**config.mk**
```make
export PLATFORM = sky130hd
export DESIGN_NAME = nfr_receiver
export DESIGN_NICKNAME = d
export VERILOG_FILES = /design/src/rtl/nfr_pkg.sv /design/src/rtl/nfr_rxbuf.sv /design/src/rtl/nfr_framer.sv /design/src/rtl/nfr_replytx.sv /design/src/rtl/nfr_receiver.sv
export SDC_FILE = /design/constraint.sdc
export NUM_CORES = 1
export LEC_CHECK = 0
export ABC_CLOCK_PERIOD_IN_PS = 5200
export BUFFER_PORTS_ARGS = -buffer_cell sky130_fd_sc_hd__buf_2
export CAP_MARGIN = 20
export CORE_ASPECT_RATIO = 0.8
export CORE_MARGIN = 5
export CORE_UTILIZATION = 30
export CTS_BUF_LIST = sky130_fd_sc_hd__clkbuf_4 sky130_fd_sc_hd__clkbuf_8
export CTS_CLUSTER_DIAMETER = 80
export DETAILED_ROUTE_END_ITERATION = 8
export PLACE_DENSITY = 0.47
export SYNTH_ARGS = -nofsm -noshare
export SYNTH_HDL_FRONTEND = slang
export SYNTH_HIERARCHICAL = 1
export SYNTH_SLANG_ARGS = --single-unit
export TNS_END_PERCENT = 5
```
**constraint.sdc**
```tcl
create_clock -name clk -period 5.2 [get_ports clk]
set_clock_uncertainty 0.2 [all_clocks]
set_input_delay 1.04 -clock clk [delete_from_list [all_inputs] [get_ports clk]]
set_output_delay 1.04 -clock clk [all_outputs]
set_load 0.05 [all_outputs]
```
**src/rtl/nfr_pkg.sv**
```systemverilog
// Shared constants for the nine-bit request receiver.
package nfr_pkg;
    localparam int HDR_BYTES    = 8;   // fixed header length
    localparam int ERR_W        = 4;   // error status width
    localparam int ERR_OVERFLOW = 0;
    localparam int ERR_OVERRUN  = 1;
    localparam int ERR_FRAME    = 2;
    localparam int ERR_TIMEOUT  = 3;
    localparam int D2H_BIT      = 7;   // device-to-host flag in type byte
    localparam int ID_W         = 4;   // reply identifier width
    typedef logic [8:0] sym_t;         // bit 8 = start marker
endpackage

```
**src/rtl/nfr_rxbuf.sv**
```systemverilog
// Circular receive buffer of nine-bit symbols.
// Assumes one write and one read request per cycle at most; a write seen
// while full (state before the edge) is dropped. One slot stays unused so
// full and empty follow from the two pointers alone.
module nfr_rxbuf
    import nfr_pkg::*;
#(
    parameter int DEPTH = 25
) (
    input  logic clk,
    input  logic rst_n,
    input  logic wr_en,
    input  sym_t wr_sym,
    input  logic rd_en,
    output sym_t rd_sym,
    output logic empty,
    output logic full
);
    localparam int PW = $clog2(DEPTH);
    localparam logic [PW-1:0] LAST = PW'(DEPTH - 1);

    logic [PW-1:0] wp, rp;
    sym_t          mem [DEPTH];

    function automatic logic [PW-1:0] step(input logic [PW-1:0] p);
        return (p == LAST) ? '0 : p + 1'b1;
    endfunction

    assign empty  = (wp == rp);
    assign full   = (step(wp) == rp);
    assign rd_sym = mem[rp];

    // Store an accepted symbol.
    always_ff @(posedge clk) begin
        if (wr_en && !full) mem[wp] <= wr_sym;
    end

    // Advance the write and read pointers.
    always_ff @(posedge clk) begin
        if (!rst_n) begin
            wp <= '0;
            rp <= '0;
        end else begin
            if (wr_en && !full) wp <= step(wp);
            if (rd_en && !empty) rp <= step(rp);
        end
    end

    // a full buffer that is not read stays full
    a_r6_full_holds: assert property (@(posedge clk) disable iff (!rst_n)
        (full && !rd_en) |=> full);
endmodule

```
**src/rtl/nfr_framer.sv**
```systemverilog
// Request framer: consumes one symbol per pop and builds the 8-byte header
// and the payload. Assumes the caller pops only when a symbol is present.
// A start symbol always restarts assembly; a start during an open request
// raises timeout_evt in the same cycle.
module nfr_framer
    import nfr_pkg::*;
(
    input  logic        clk,
    input  logic        rst_n,
    input  logic        pop,
    input  sym_t        sym,
    output logic        timeout_evt,
    output logic        req_done,
    output logic [7:0]  req_type,
    output logic [7:0]  req_code,
    output logic [15:0] req_value,
    output logic [15:0] req_index,
    output logic [15:0] req_length,
    output logic        pl_valid,
    output logic [7:0]  pl_data,
    output logic        busy
);
    localparam int POS_W = $clog2(HDR_BYTES);
    localparam logic [POS_W-1:0] POS_LAST = POS_W'(HDR_BYTES - 1);

    logic [7:0]       hdr [HDR_BYTES];
    logic [POS_W-1:0] pos;
    logic             in_pay;
    logic [15:0]      left;
    logic             st;
    logic [7:0]       d;
    logic [15:0]      len_now;

    assign st          = sym[8];
    assign d           = sym[7:0];
    assign len_now     = {d, hdr[6]};
    assign busy        = (pos != '0) || in_pay;
    assign timeout_evt = pop && st && busy;

    assign req_type   = hdr[0];
    assign req_code   = hdr[1];
    assign req_value  = {hdr[3], hdr[2]};
    assign req_index  = {hdr[5], hdr[4]};
    assign req_length = {hdr[7], hdr[6]};

    // Header/payload assembly and completion strobes.
    always_ff @(posedge clk) begin
        if (!rst_n) begin
            pos      <= '0;
            in_pay   <= 1'b0;
            left     <= '0;
            req_done <= 1'b0;
            pl_valid <= 1'b0;
            pl_data  <= '0;
            for (int i = 0; i < HDR_BYTES; i++) hdr[i] <= '0;
        end else begin
            req_done <= 1'b0;
            pl_valid <= 1'b0;
            if (pop) begin
                if (st) begin
                    hdr[0] <= d;
                    pos    <= POS_W'(1);
                    in_pay <= 1'b0;
                end else if (in_pay) begin
                    pl_valid <= 1'b1;
                    pl_data  <= d;
                    left     <= left - 1'b1;
                    if (left == 16'd1) begin
                        in_pay   <= 1'b0;
                        req_done <= 1'b1;
                    end
                end else if (pos != '0) begin
                    hdr[pos] <= d;
                    if (pos == POS_LAST) begin
                        pos <= '0;
                        if (!hdr[0][D2H_BIT] && len_now != 16'd0) begin
                            in_pay <= 1'b1;
                            left   <= len_now;
                        end else begin
                            req_done <= 1'b1;
                        end
                    end else begin
                        pos <= pos + 1'b1;
                    end
                end
            end
        end
    end

    // a start symbol opens a request on the next cycle
    a_r1_start_opens: assert property (@(posedge clk) disable iff (!rst_n)
        (pop && st) |=> (busy && !req_done));
    // a stray byte with no open request leaves no trace
    a_r4_garbage_dropped: assert property (@(posedge clk) disable iff (!rst_n)
        (pop && !st && !busy) |=> (!busy && !req_done && !pl_valid));
    // completions are single-cycle pulses
    a_r3_done_pulse: assert property (@(posedge clk) disable iff (!rst_n)
        req_done |=> !req_done);
endmodule

```
**src/rtl/nfr_replytx.sv**
```systemverilog
// Reply-start and keep-alive transmitter. Sends a marked first symbol and,
// for replies with payload, the length symbol. Assumes the handler waits for
// tx_busy low before rep_start; a start while busy is ignored. The idle
// counter saturates one above KA_CYCLES, which is the keep-alive condition.
module nfr_replytx
    import nfr_pkg::*;
#(
    parameter int         KA_CYCLES = 750000,
    parameter logic [7:0] KA_ID     = 8'h40
) (
    input  logic            clk,
    input  logic            rst_n,
    input  logic            req_done,
    input  logic [ID_W-1:0] req_id,
    input  logic            rep_start,
    input  logic [7:0]      rep_len,
    input  logic            tx_ready,
    output logic            tx_valid,
    output sym_t            tx_sym,
    output logic            tx_busy
);
    localparam int CW = $clog2(KA_CYCLES + 2);
    localparam logic [CW-1:0] KA_TOP = CW'(KA_CYCLES + 1);

    typedef enum logic [1:0] {TX_IDLE, TX_HEAD, TX_LEN} ph_t;

    ph_t             ph;
    logic [7:0]      len_r;
    logic [CW-1:0]   idle_cnt;
    logic [ID_W-1:0] id_r, id_now;
    logic            ka_due;

    assign id_now   = req_done ? req_id : id_r;
    assign ka_due   = (idle_cnt == KA_TOP);
    assign tx_valid = (ph != TX_IDLE);
    assign tx_busy  = tx_valid;

    // Sequence reply and keep-alive symbols, track idle time.
    always_ff @(posedge clk) begin
        if (!rst_n) begin
            ph       <= TX_IDLE;
            tx_sym   <= '0;
            len_r    <= '0;
            idle_cnt <= '0;
            id_r     <= '0;
        end else begin
            if (req_done) id_r <= req_id;
            if (!ka_due) idle_cnt <= idle_cnt + 1'b1;
            case (ph)
                TX_IDLE: begin
                    if (rep_start) begin
                        tx_sym   <= {1'b1, rep_len != 8'd0, {(7 - ID_W){1'b0}}, id_now};
                        len_r    <= rep_len;
                        ph       <= TX_HEAD;
                        idle_cnt <= '0;
                    end else if (ka_due) begin
                        tx_sym   <= {1'b1, KA_ID};
                        len_r    <= '0;
                        ph       <= TX_HEAD;
                        idle_cnt <= '0;
                    end
                end
                TX_HEAD: begin
                    if (tx_ready) begin
                        if (len_r != 8'd0) begin
                            tx_sym <= {1'b0, len_r};
                            ph     <= TX_LEN;
                        end else begin
                            ph <= TX_IDLE;
                        end
                    end
                end
                TX_LEN:  if (tx_ready) ph <= TX_IDLE;
                default: ph <= TX_IDLE;
            endcase
        end
    end

    // an unaccepted symbol is held
    a_r10_hold_symbol: assert property (@(posedge clk) disable iff (!rst_n)
        (tx_valid && !tx_ready) |=> (tx_valid && $stable(tx_sym)));
    // every transmission opens with a marked symbol
    a_r9_marked_start: assert property (@(posedge clk) disable iff (!rst_n)
        $rose(tx_valid) |-> tx_sym[8]);
endmodule

```
**src/rtl/nfr_receiver.sv**
```systemverilog
// Nine-bit framed request receiver top: receive buffer, framer, sticky
// error status and reply-start transmitter. Assumes rx flags are valid only
// with rx_valid, and that status_rd is a one-cycle pulse.
module nfr_receiver
    import nfr_pkg::*;
#(
    parameter int         MAX_PAYLOAD = 16,
    parameter int         KA_CYCLES   = 750000,
    parameter logic [7:0] KA_ID       = 8'h40
) (
    input  logic        clk,
    input  logic        rst_n,
    input  logic        rx_valid,
    input  logic [8:0]  rx_sym,
    input  logic        rx_overrun,
    input  logic        rx_frame_err,
    input  logic        cmd_stall,
    output logic        req_done,
    output logic [7:0]  req_type,
    output logic [7:0]  req_code,
    output logic [15:0] req_value,
    output logic [15:0] req_index,
    output logic [15:0] req_length,
    output logic        pl_valid,
    output logic [7:0]  pl_data,
    output logic        busy,
    input  logic        status_rd,
    output logic [3:0]  err_status,
    input  logic        rep_start,
    input  logic [7:0]  rep_len,
    output logic        tx_busy,
    output logic        tx_valid,
    output logic [8:0]  tx_sym,
    input  logic        tx_ready
);
    localparam int DEPTH = HDR_BYTES + MAX_PAYLOAD + 1;

    sym_t             buf_sym;
    logic             buf_empty, buf_full, pop, tmo_evt;
    logic [ERR_W-1:0] err_r, err_evt;

    assign pop = !buf_empty && !cmd_stall;

    nfr_rxbuf #(.DEPTH(DEPTH)) u_buf (
        .clk(clk), .rst_n(rst_n),
        .wr_en(rx_valid), .wr_sym(rx_sym),
        .rd_en(pop), .rd_sym(buf_sym),
        .empty(buf_empty), .full(buf_full)
    );

    nfr_framer u_framer (
        .clk(clk), .rst_n(rst_n),
        .pop(pop), .sym(buf_sym),
        .timeout_evt(tmo_evt),
        .req_done(req_done), .req_type(req_type), .req_code(req_code),
        .req_value(req_value), .req_index(req_index), .req_length(req_length),
        .pl_valid(pl_valid), .pl_data(pl_data), .busy(busy)
    );

    nfr_replytx #(.KA_CYCLES(KA_CYCLES), .KA_ID(KA_ID)) u_tx (
        .clk(clk), .rst_n(rst_n),
        .req_done(req_done), .req_id(req_type[ID_W-1:0]),
        .rep_start(rep_start), .rep_len(rep_len),
        .tx_ready(tx_ready), .tx_valid(tx_valid),
        .tx_sym(tx_sym), .tx_busy(tx_busy)
    );

    // Collect this cycle's error events.
    always_comb begin
        err_evt               = '0;
        err_evt[ERR_OVERFLOW] = rx_valid && buf_full;
        err_evt[ERR_OVERRUN]  = rx_valid && rx_overrun;
        err_evt[ERR_FRAME]    = rx_valid && rx_frame_err;
        err_evt[ERR_TIMEOUT]  = tmo_evt;
    end

    // Sticky status: read clears, same-cycle events win.
    always_ff @(posedge clk) begin
        if (!rst_n) err_r <= '0;
        else        err_r <= (status_rd ? '0 : err_r) | err_evt;
    end

    assign err_status = err_r;

    // a read with no new event leaves zero
    a_r8_read_clears: assert property (@(posedge clk) disable iff (!rst_n)
        (status_rd && err_evt == '0) |=> (err_status == '0));
    // a write into a full buffer is flagged
    a_r6_overflow_flag: assert property (@(posedge clk) disable iff (!rst_n)
        (rx_valid && buf_full) |=> err_status[ERR_OVERFLOW]);
    // overrun stays until read
    a_r7_overrun_sticky: assert property (@(posedge clk) disable iff (!rst_n)
        (err_status[ERR_OVERRUN] && !status_rd) |=> err_status[ERR_OVERRUN]);
    // a start during assembly is flagged
    a_r5_timeout_flag: assert property (@(posedge clk) disable iff (!rst_n)
        tmo_evt |=> err_status[ERR_TIMEOUT]);
endmodule

```
-- Word level (Yosys, flattened, before mapping)
Memory sizes are Yosys's and may differ from the RTL's. A register that Yosys moved wholly into a read port is not among the register bits.
Index checks and enable logic that the tools add are counted.
- add/subtract/negate cells: 5
- eq/ne operators: 14
- multiplexer cells: 60
- bitwise operators: 5
- reduce and logical (&&, ||, !) cells: 34
- operators by type and width (operator ; count):
    20-bit two-way mux ; 4
    16-bit two-way mux ; 4
    9-bit two-way mux ; 4
    8-bit two-way mux ; 4
    1-bit two-way mux ; 26
    20-bit by 1-bit adder with 20-bit output (second input constant) ; 1
    20-bit == test (second input constant) ; 1
    5-bit two-way mux ; 4
    9-bit one-hot mux with 2 select lines ; 1
    16-bit by 1-bit == test with 1-bit output (second input constant) ; 1
    16-bit nonzero test ; 1
    8-bit nonzero test ; 2
    16-bit by 1-bit subtractor with 16-bit output (second input constant) ; 1
    3-bit two-way mux ; 5
    2-bit nonzero test ; 7
    5-bit by 1-bit adder with 5-bit output (second input constant) ; 2
    5-bit == test ; 2
    5-bit == test (second input constant) ; 2
    2-bit two-way mux ; 5
    1-bit logical AND ; 9
    3-bit AND reduction ; 3
    4-bit two-way mux ; 2
    8-bit OR reduction ; 1
    2-bit inequality test (second input constant) ; 3
    other kinds (18) ; 23
- register bits after elaboration: 87
- bits in writable memories: 289
- input port bits: 26
- output and inout port bits: 90
- logic and storage cells: 134
- memories kept: 2
- memory list (memory ; depth ; width ; rd ports ; clocked after memory_dff ; wr ports ; RTL line ; RTL):
    u_buf.mem ; 25 ; 9 ; 1 ; 1 ; 1 ; nfr_rxbuf.sv:23 ; sym_t mem [DEPTH];
    u_framer.hdr ; 8 ; 8 ; 8 ; 0 ; 8 ; nfr_framer.sv:26 ; logic [7:0] hdr [HDR_BYTES];

-- Depth between registers and ports, before layout
Gate-level depths: netlist of the first run.
- depth after elaboration: 9
- depth in mapped cells: 12
- mapped depth without buffers: 9

-- By module
Netlist of the first run, hierarchy kept.
- by module, submodules not included (module ; instances ; cells each ; area each (µm²) ; seq. area each (µm²)):
    nfr_rxbuf ; 1 ; 471 ; 9729.3 ; 7056.8
    nfr_framer ; 1 ; 392 ; 4361.7 ; 2522.4
    nfr_replytx ; 1 ; 222 ; 1928.1 ; 860.8
    nfr_receiver ; 1 ; 16 ; 150.1 ; 80.1

-- Worst setup path after synthesis of the first run
Ideal clock, no wire load.
- path type: register to register
- start point: reg with a tool-made name
- end point: mem u_framer.hdr[7][0] (enable)
- setup time: 384 ps
- arrival: 3184 ps
- required time: 4616 ps
- slack: 1432 ps
- cell stages (with the launch flop): 10
- path buffers: 3
- period minus slack after synthesis: 3768 ps
- cells stage by stage: dfxtp_1 -> buf_2 -> buf_4 -> mux4_2 -> mux2_2 -> mux4_2 -> nor2b_1 -> buf_4 -> nand4_1 -> o21ai_0
- RTL lines (item ; RTL line):
    to (decl) ; nfr_framer.sv:26

==> out/qor.txt, run 1 <==
outcome -> complete, no violations
Reg2Reg Setup Slack -> 760 ps
CP arrival -> 4790 ps
required time of the critical path -> 5550 ps
Worst-Margin Slew -> 1070 ps
wire per inst -> 21.6 um
met3 routed wirelength -> 2720 um
final non-filler cell area -> 18700 um2
Worst slew margin -> 28.4%
wl on met1 -> 21500 um
Worst VDD drop -> 0.178 mV
WHS -> 254 ps
# nets final -> 1288
static leakage -> 6.43 nW
Max H-tree Level -> 2
min-delay src -> u_tx/tx_sym[1]
Clk pin slew, worst setup/hold paths -> 60 ps
setup TNS -> 0 ps
R2R depth -> 9
Filler Cells Inserted -> 5222
Longest Clk Path Bufs -> 3
max-cap viol count -> 0
total track usage -> 14.3%
initial antenna violation count -> 1
Cells after Synth -> 1101
yosys warns -> 6
cts-stage hold buffer count -> 0
met2 WL -> 18400 um
Crit Path Category -> flop to flop
vias in the first global route -> 9823
Final Setup Violations -> 0
leading cell types in the layout, fill and taps excluded -> edfxtp_1, buf_2, dfxtp_1
Final ANT Viol Nets -> 0
global route overflow -> 0
# IOs -> 116
CTS root buf -> clkbuf_8
post-CTS sizing -> 0
post-synthesis cell type count -> 81
WHS Endpoint -> u_tx/tx_sym[1]
row cnt -> 76
CTS tree -> done
1st-pass router iterations -> 5
Final Util -> 35.0%
Skew-Pair Late Insertion Delay -> 660 ps
largest net degree at the start of global routing -> 44
GP Congestion -> 0.759
via count -> 9857
share of cells above drive strength 1 -> 27.9%
# diodes -> 0
first-pass GRT wire length -> 64500 um
die width -> 270 um
Register Area -> 10500 um2
Crit Reg-Reg Endpoint -> u_framer/left[4]
Synthesized Nets -> 1141
DRC violations left -> 0
postcts setup bufs -> 0
PortBufs -> 115
worst min-delay path class -> flop to flop
predominant post-synthesis flop cell -> edfxtp_1
Total Routed Length -> 43300 um
core area -> 53600 um2
Seq cells post-synth -> 381
clock sink total -> 381
Avg Inst Size Synth -> 14.7 um2
Crit. End Element -> flop
Vias/cell -> 4.93
Syn Std Cell Area -> 16200 um2
min Tclk post-route -> 4440 ps
Final period util -> 85.4%
TritonCTS Buffers -> 58
fmax -> 225 MHz
cell area power density -> 357 nW/um2
Initial Util -> 30.1%
EDFF count, synth -> 289
top sig layer -> met4
most common cell after layout, fill and taps aside -> edfxtp_1
Slew Viols, Final -> 0
starting DRC count in detailed routing -> 657
ys async rst share -> 0%
final hold violation count -> 0
Seq/Total Area, Yosys -> 65.1%
die area -> 58700 um2
Die H -> 218 um
Layout area overhead -> 15.9%
dpl cell area -> 17600 um2
RSZ-0062 raised after global routing -> false
Final HPWL DP -> 28600 um
CP Launch Type -> flop
cell depth of the worst hold path -> 2
final non-filler cell total -> 1999
placed cells -> 1889
largest fanout on the critical path -> 26
area of the multi-input gates -> 5230 um2
worst max-delay path: stages (launching register included):
cell and delay (ps):
dfxtp_4 710, buf_4 340, mux4_2 550, mux2_2 290, mux4_2 650, nor4_1 330, and4_1 400, o21a_1 550
o21ai_0 180, a21oi_1 170
flip-flops by register name, indices dropped and copies added, names as in the netlist, named ones only:
register           cells
u_tx/idle_cnt         20
u_buf/rp               5
u_tx/ph                2
u_tx/id_r              4
u_framer/pl_valid      1
err_status             4
u_framer/left         16
u_tx/len_r             8
u_buf/mem            225
u_buf/wp               5
u_framer/in_pay        1
u_tx/tx_sym            9
u_framer/pl_data       8
u_framer/req_done      1
u_framer/hdr          64
u_framer/pos           3
metrics by stage:
| stage | total power, W | setup slack [ps] |
|---|---|---|
| 5_1_grt | 0.00699 | 472 |
| 3_3_place_gp | 0.00424 | 788 |
| 6_report | 0.00669 | 758 |
| 4_1_cts | 0.00679 | 760 |
| 3_5_place_dp | 0.00425 | 764 |
| 2_1_floorplan | 0.00398 | 1430 |
layer usage:
metal | global-route usage [%] | up-vias
met3 | 3.40 | 56
li1 | - | 4489
met2 | 20.5 | 273
met4 | 2.99 | 0
met1 | 21.9 | 5039
met5 | 0 | -
cell families (layout without fill, tap and decap cells):
group | Yosys count | after routing | synth area share [%]
simple gates | 353 | 353 | 11.9
flops | 381 | 381 | 65.1
xor+xnor | 25 | 25 | 1.40
buf+inv | 85 | 281 | 2.60
fa+ha+maj | 14 | 14 | 1.08
compound gates | 132 | 132 | 5.96
mux | 111 | 111 | 12.0
layout make-up:
| cell class | instances | share of cell area (%) |
|---|---|---|
| Sequential cell | 381 | 56.1 |
| Multi-Input combinational cell | 635 | 27.9 |
| Clock buffer | 82 | 5.35 |
| Tap cell | 702 | 4.68 |
| Timing Repair Buffer | 148 | 4.56 |
| Clock inverter | 27 | 0.881 |
| Inverter | 24 | 0.481 |
synthesized netlist by cell type (3+ instances only):
cell type,instances,share of area (%)
edfxtp_1,289,54
dfxtp_1,92,11
nor2_1,77,1.8
nand2_1,73,1.7
and2_1,65,2.5
mux4_2,63,8.8
clkbuf_1,33,0.77
a21oi_1,32,0.99
mux2_2,30,2.1
inv_1,23,0.53
nor2b_1,23,0.89
o21ai_0,20,0.62
mux2i_1,18,1.1
nand3_1,17,0.53
nor4_1,17,0.66
nand2b_1,15,0.58
ha_1,14,1.1
xnor2_1,12,0.65
xor2_1,12,0.65
a21boi_0,11,0.51
a31oi_1,11,0.43
nor3_1,9,0.28
a22o_1,8,0.43
and3_1,8,0.31
buf_2,8,0.25
buf_4,8,0.37
nand4_1,8,0.31
buf_1,5,0.12
clkbuf_8,5,0.43
or3_1,5,0.19
and4b_1,4,0.25
nand3b_1,4,0.19
o21a_1,4,0.19
o41ai_1,4,0.22
o41ai_2,4,0.40
a211oi_1,3,0.14
a21boi_1,3,0.14
a32oi_1,3,0.16
o32ai_1,3,0.16
or4_4,3,0.21
where the power goes:
group	internal (W)	total (W)	leakage [nW]	switching [W]
sequential	0.00335	0.00342	3.44	0.0000685
combinational	0.000257	0.000758	2.38	0.000501
clock	0.00130	0.00252	0.612	0.00121
worst max-delay path by stage:
stage	endpoint	cells past startpoint	slack [ps]
CTS	u_framer/left[8]	9	760
detailed placement	u_framer/left[8]	9	760
global route	u_framer/left[15]	9	470
global placement	u_framer/left[4]	9	790
finish	u_framer/left[4]	9	760
floorplan	u_framer/hdr[7][0]	9	1430
Power figures use the tool's default switching activity.
==> run 2, diff against run 1 <==
--- a/config.mk
+++ b/config.mk
@@ -7,9 +7,8 @@
 export LEC_CHECK = 0
 export ABC_CLOCK_PERIOD_IN_PS = 5200
 export BUFFER_PORTS_ARGS = -buffer_cell sky130_fd_sc_hd__buf_2
-export CAP_MARGIN = 20
+export CAP_MARGIN = 10
 export CORE_ASPECT_RATIO = 0.8
-export CORE_MARGIN = 5
 export CORE_UTILIZATION = 30
 export CTS_BUF_LIST = sky130_fd_sc_hd__clkbuf_4 sky130_fd_sc_hd__clkbuf_8
 export CTS_CLUSTER_DIAMETER = 80
==> constraint.sdc (replaced) <==
create_clock -name clk -period 5.2 [get_ports clk]
set_clock_uncertainty 0.2 [all_clocks]
set_input_delay 0.78 -clock clk [delete_from_list [all_inputs] [get_ports clk]]
set_output_delay 0.78 -clock clk [all_outputs]
set_load 0.05 [all_outputs]
==> run 2 against run 1 <==
Against the previous run:
- first-iteration DRC count is 17% higher
- clock power is 11% higher
- sequential share of layout area is 0.47 points lower
- global-route usage rose by 0.78 points
- wire length decreased by 4.4%
- fmax grew 2.9%
- combinational power about the same
- critical endpoint is now u_framer/left[9]
==> out/qor.txt, run 2 (synthesis results as in run 1) <==
outcome -> complete, no violations
min Tclk post-route -> 4320 ps (-124 ps)
most common cell after layout, fill and taps aside -> edfxtp_1
CTS root buf -> clkbuf_8
Worst slew margin -> 26.5% (-1.9 points)
Skew-Pair Late Insertion Delay -> 630 ps (-30 ps)
final hold violation count -> 0 (unchanged)
Final period util -> 83.0% (-2.4 points)
worst min-delay path class -> input pin to flop
min-delay src -> rx_overrun
Clk pin slew, worst setup/hold paths -> 60 ps (about the same)
Vias/cell -> 4.92 (-0.13%)
Longest Clk Path Bufs -> 3 (unchanged)
largest fanout on the critical path -> 31 (+19%)
top flop regs -> u_buf/mem (225), u_framer/hdr (64), u_tx/idle_cnt (20)
cell area power density -> 368 nW/um2 (+3.1%)
Initial Util -> 30.6% (+0.46 points)
Total Routed Length -> 41400 um (-4.4%)
largest net degree at the start of global routing -> 45 (+2.3%)
total track usage -> 15.1% (+0.78 points)
GP Congestion -> 0.763 (+0.58%)
leading cell types in the layout, fill and taps excluded -> edfxtp_1, buf_2, dfxtp_1
clock sink total -> 381 (unchanged)
Crit. End Element -> flop
PortBufs -> 115 (unchanged)
DRC violations left -> 0 (unchanged)
die area -> 54800 um2 (-6.5%)
CP arrival -> 4680 ps (-110 ps)
Die H -> 210 um (-3.7%)
WHS -> 210 ps (-44.4 ps)
# diodes -> 0 (unchanged)
Final ANT Viol Nets -> 0 (unchanged)
max-cap viol count -> 0 (unchanged)
postcts setup bufs -> 0 (unchanged)
first-pass GRT wire length -> 61800 um (-4.2%)
CP Launch Type -> flop
post-CTS sizing -> 0 (unchanged)
Final Setup Violations -> 0 (unchanged)
via count -> 9839 (-0.18%)
wire per inst -> 20.7 um (-4.3%)
Filler Cells Inserted -> 5113 (-2.1%)
cts-stage hold buffer count -> 0 (unchanged)
Max H-tree Level -> 2 (unchanged)
Final Util -> 35.8% (+0.83 points)
1st-pass router iterations -> 5 (unchanged)
# IOs -> 116 (unchanged)
Layout area overhead -> 16.9%
core area -> 52800 um2 (-1.5%)
Worst-Margin Slew -> 1090 ps (+22.7 ps)
Crit Path Category -> flop to flop
Worst VDD drop -> 0.163 mV (-8.3%)
initial antenna violation count -> 0 (-1)
starting DRC count in detailed routing -> 771 (+17%)
required time of the critical path -> 5560 ps (about the same)
fmax -> 232 MHz (+2.9%)
vias in the first global route -> 9588 (-2.4%)
max reg flops -> 225 (unchanged)
Final HPWL DP -> 27300 um (-4.3%)
setup TNS -> 0 ps (unchanged)
RSZ-0062 raised after global routing -> false
CTS tree -> done
# nets final -> 1293 (+0.39%)
static leakage -> 6.53 nW (+1.6%)
share of cells above drive strength 1 -> 28.7% (+0.75 points)
Slew Viols, Final -> 0 (unchanged)
die width -> 262 um (-3.0%)
global route overflow -> 0 (unchanged)
row cnt -> 75 (-1.3%)
Top reg by flops -> u_buf/mem
TritonCTS Buffers -> 60 (+3.4%)
## run 2: critical path, cell delays in order, from the launching register on
cell,delay (ps)
dfxtp_4,620
buf_12,320
mux4_2,540
mux2_2,290
mux4_2,630
nor4_1,320
and4_1,420
o21a_1,520
o21ai_0,170
a31oi_1,180
## run 2: area by class of cell
cell class / instances / area, um2 / area share [%]
Tap cell: 693 / 867 / 4.59
Clock buffer: 87 / 1070 / 5.64
Sequential cell: 381 / 10500 / 55.7
Inverter: 24 / 90.1 / 0.477
Timing Repair Buffer: 151 / 871 / 4.61
Clock inverter: 27 / 256 / 1.36
Multi-Input combinational cell: 635 / 5230 / 27.7
## run 2: layer usage
layer,track usage (%),vias up,wire (um)
li1,-,4506,-
met1,23.6,5031,20900
met2,21.2,254,17700
met3,2.91,48,2250
met4,3.21,0,547
met5,0,-,0
## run 2: where the power goes
group          internal, W  total (W)  switching [W]
Combinational     0.000258   0.000759       0.000501
Sequential         0.00335    0.00341      0.0000650
Clock              0.00157    0.00279        0.00122
Total              0.00518    0.00696        0.00178
## run 2: through the flow
step           setup slack (ps)  instance area, um2  instances  total power, W
4_1_cts                     891               18900       1998         0.00707
3_3_place_gp                958               17600       1884         0.00424
2_1_floorplan              1430               16200       1101         0.00398
5_1_grt                     574               18900       1998         0.00726
6_report                    882               18900       1998         0.00696
3_5_place_dp                908               17600       1884         0.00425
## run 2: final timing paths
check / cells after the start / to / slack (ps)
worst max register to register: 9 / u_framer/left[9] / 880
worst min register to register: 2 / u_tx/tx_sym[1] / 250
worst min-delay path: 3 / err_status[1] / 210
worst max-delay path: 9 / u_framer/left[9] / 880
==> run 3, diff against run 2 <==
--- a/config.mk
+++ b/config.mk
@@ -5,7 +5,8 @@
 export SDC_FILE = /design/constraint.sdc
 export NUM_CORES = 1
 export LEC_CHECK = 0
-export ABC_CLOCK_PERIOD_IN_PS = 5200
+export ABC_AREA = 1
+export ABC_CLOCK_PERIOD_IN_PS = 3650
 export BUFFER_PORTS_ARGS = -buffer_cell sky130_fd_sc_hd__buf_2
 export CAP_MARGIN = 10
 export CORE_ASPECT_RATIO = 0.8
@@ -13,7 +14,7 @@
 export CTS_BUF_LIST = sky130_fd_sc_hd__clkbuf_4 sky130_fd_sc_hd__clkbuf_8
 export CTS_CLUSTER_DIAMETER = 80
 export DETAILED_ROUTE_END_ITERATION = 8
-export PLACE_DENSITY = 0.47
+export PLACE_DENSITY = 0.49
 export SYNTH_ARGS = -nofsm -noshare
 export SYNTH_HDL_FRONTEND = slang
 export SYNTH_HIERARCHICAL = 1
==> constraint.sdc (replaced) <==
create_clock -name clk -period 3.65 [get_ports clk]
set_clock_uncertainty 0.2 [all_clocks]
set_input_delay 0.5475 -clock clk [delete_from_list [all_inputs] [get_ports clk]]
set_output_delay 0.5475 -clock clk [all_outputs]
set_load 0.05 [all_outputs]
==> run 3 against run 2 <==
Against the previous run:
- wire length rose by 8.3%
- final cell count is 26% higher
- total power up 84%
- synthesized area up 0.86%
- clock power increased by 49%
- combinational power rose to 4.7 times the previous value
- sequential share of layout area shrank 1.4 points
- register-to-register slack worse by 560 ps
- fmax rose by 30%
==> out/qor.txt, run 3 <==
outcome -> complete, no violations
# nets final -> 1794 (+39%)
initial antenna violation count -> 1 (+1)
total track usage -> 16.1% (+1.1 points)
postcts setup bufs -> 0 (unchanged)
Final HPWL DP -> 29100 um (+6.7%)
top-count cell post-synth -> nor2_1
largest area contributor in the netlist -> edfxtp_1
RSZ-0062 raised after global routing -> false
leading cell types in the layout, fill and taps excluded -> nor2_1, edfxtp_1, nand2_1
largest net degree at the start of global routing -> 67 (+49%)
top flop regs -> u_buf/mem (225), u_framer/hdr (64), u_tx/idle_cnt (20)
1st-pass router iterations -> 5 (unchanged)
largest fanout on the critical path -> 12 (-61%)
Reg2Reg Setup Slack -> 320 ps (-560 ps)
Crit Path Category -> flop to flop
Worst VDD drop -> 0.337 mV (+110%)
Overall Power -> 0.0128 W (+84%)
die area -> 55300 um2 (+0.85%)
first-pass GRT wire length -> 69100 um (+12%)
Clk pin slew, worst setup/hold paths -> 70 ps (about the same)
CTS root buf -> clkbuf_8
Synth Area in Adders -> 1.07% (-0.0092 points)
wire per inst -> 17.9 um (-14%)
CP Launch Type -> flop
max reg flops -> 225 (unchanged)
cts-stage hold buffer count -> 15 (+15)
Synth Area in XOR/XNOR -> 1.07% (-0.33 points)
CP arrival -> 3390 ps (-1290 ps)
static leakage -> 7.31 nW (+12%)
DRC violations left -> 0 (unchanged)
required time of the critical path -> 3710 ps (-1850 ps)
Worst slew margin -> 43.4% (+17 points)
clock sink total -> 381 (unchanged)
Vias/cell -> 4.79 (-2.6%)
TritonCTS Buffers -> 66 (+10%)
top cell type's share of synthesized area -> 53.2% (-0.46 points)
Longest Clk Path Bufs -> 3 (unchanged)
cell area power density -> 660 nW/um2 (+79%)
WHS -> 111 ps (-98.9 ps)
most common cell after layout, fill and taps aside -> nor2_1
Top reg by flops -> u_buf/mem
global route overflow -> 0 (unchanged)
placed cells -> 2373 (+26%)
Total Routed Length -> 44800 um (+8.3%)
ys async rst share -> 0% (unchanged)
Final period util -> 91.2% (+8.2 points)
GP Congestion -> 0.840 (+10%)
fmax -> 300 MHz (+30%)
Die H -> 211 um (+0.42%)
final hold violation count -> 0 (unchanged)
die width -> 263 um (+0.43%)
Crit Reg-Reg Endpoint -> u_buf/mem[23][6]
most common library cells after synthesis -> nor2_1, edfxtp_1, nand2_1
post-synthesis mux area share -> 0% (-12 points)
PortBufs -> 115 (unchanged)
Avg Inst Size Synth -> 10.3 um2 (-30%)
yosys warns -> 6 (unchanged)
min-delay src -> rx_valid
final non-filler cell total -> 2510 (+26%)
Final ANT Viol Nets -> 0 (unchanged)
Syn Std Cell Area -> 16300 um2 (+0.86%)
core area -> 53700 um2 (+1.7%)
EDFF count, synth -> 289 (unchanged)
predominant post-synthesis flop cell -> edfxtp_1
Crit. End Element -> flop
Initial Util -> 30.4% (-0.25 points)
Synthesized Nets -> 1617 (+42%)
R2R depth -> 12 (+3)
Seq cells post-synth -> 381 (unchanged)
Final Setup Violations -> 0 (unchanged)
Slew Viols, Final -> 0 (unchanged)
worst setup margin -> 319 ps (-563 ps)
largest family of logic cells by synthesized area -> simple AND/OR/NAND/NOR gates
simple-gate portion of the synthesized area -> 18.8% (+6.9 points)
via count -> 12000 (+22%)
Seq/Total Area, Yosys -> 64.5% (-0.55 points)
CTS tree -> done
Setup WS pre-CTS -> 388 ps (-520 ps)
WHS Endpoint -> err_status[0]
worst min-delay path class -> input pin to flop
Cells after Synth -> 1577 (+43%)
post-synthesis compound-gate area fraction -> 10.2% (+4.2 points)
setup TNS -> 0 ps (unchanged)
share of cells above drive strength 1 -> 19.4% (-9.2 points)
max-cap viol count -> 0 (unchanged)
ranking of synthesized cells by area -> edfxtp_1, dfxtp_1, nor2_1
starting DRC count in detailed routing -> 968 (+26%)
vias in the first global route -> 11800 (+23%)
Max H-tree Level -> 3 (+1)
post-CTS sizing -> 0 (unchanged)
Skew-Pair Late Insertion Delay -> 650 ps (+20 ps)
row cnt -> 76 (+1.3%)
min Tclk post-route -> 3330 ps (-987 ps)
# IOs -> 116 (unchanged)
Reg-to-Reg Start -> u_buf/wp[0]
Worst-Margin Slew -> 846 ps (-246 ps)
post-synthesis cell type count -> 47 (-42%)
cell depth of the worst hold path -> 3 (unchanged)
Layout area overhead -> 18.9%
## run 3: changes by cell type after synthesis, sizes merged, moves of 19 or more
cell / change
nor2b: -23
nor4: -19
mux2: -30
inv: +65
o221ai: +22
nand3: +55
o21ai: +149
and2: -63
nor2: +285
a21oi: +24
o211ai: +21
mux4: -63
nand2: +155
## run 3: stage by stage
stage	utilization, %	area [um2]
3_5_place_dp	33.2	17800
5_1_grt	36.1	19400
4_1_cts	36.1	19400
2_1_floorplan	-	16300
6_report	36.1	19400
3_3_place_gp	33.2	17800
## run 3: worst max-delay path by stage
stage                          to        start  slack [ps]
2_1_floorplan  u_framer/hdr[5][0]         flop         900
3_3_place_gp     u_buf/mem[23][6]  u_buf/wp[0]         380
3_5_place_dp     u_buf/mem[21][6]  u_buf/wp[0]         390
4_1_cts          u_buf/mem[21][6]  u_buf/wp[0]         350
5_1_grt        u_framer/hdr[5][5]         flop          90
6_report         u_buf/mem[23][6]  u_buf/wp[0]         320
## run 3: worst max-delay path: stages, from the launching register on
cell and delay [ps]:
dfxtp_1 490, inv_1 150, ha_1 250, nand2_1 70
inv_1 60, nand2_4 130, nand3_2 120, xor2_2 160
nand3_2 250, nand2_2 100, inv_2 110, nand2_2 150
nor2_1 680
## run 3: kinds of logic after synthesis
kind of cell	Yosys count
AOI/OAI and AO/OA	295
xor gates and xnor gates	19
adders and majority gates	14
buffers and inverters	165
DFF	381
and+or+nand+nor	703
## run 3: cell type report
class / instances / area [um2]
fill: 5381 / 34300
sequential: 381 / 10500
multi-input combinational: 1031 / 5070
clock buffer: 93 / 1150
timing repair buffer: 176 / 1120
tap: 702 / 878
inverter: 98 / 375
clock inverter: 28 / 260
antenna: 1 / 2.50
## run 3: routing by layer
layer  track usage [%]  vias to the layer above  wire length, um
li1                  -                     5827                -
met1              22.4                     5836            21300
met2              25.2                      293            20400
met3              3.32                       79             2200
met4              4.99                        0              940
met5                 0                        -                0
## run 3: report_power, final
| group | internal, W | switching [W] |
|---|---|---|
| Sequential | 0.00491 | 0.000179 |
| Combinational | 0.000916 | 0.00262 |
| Clock | 0.00229 | 0.00188 |
| Total | 0.00812 | 0.00468 |
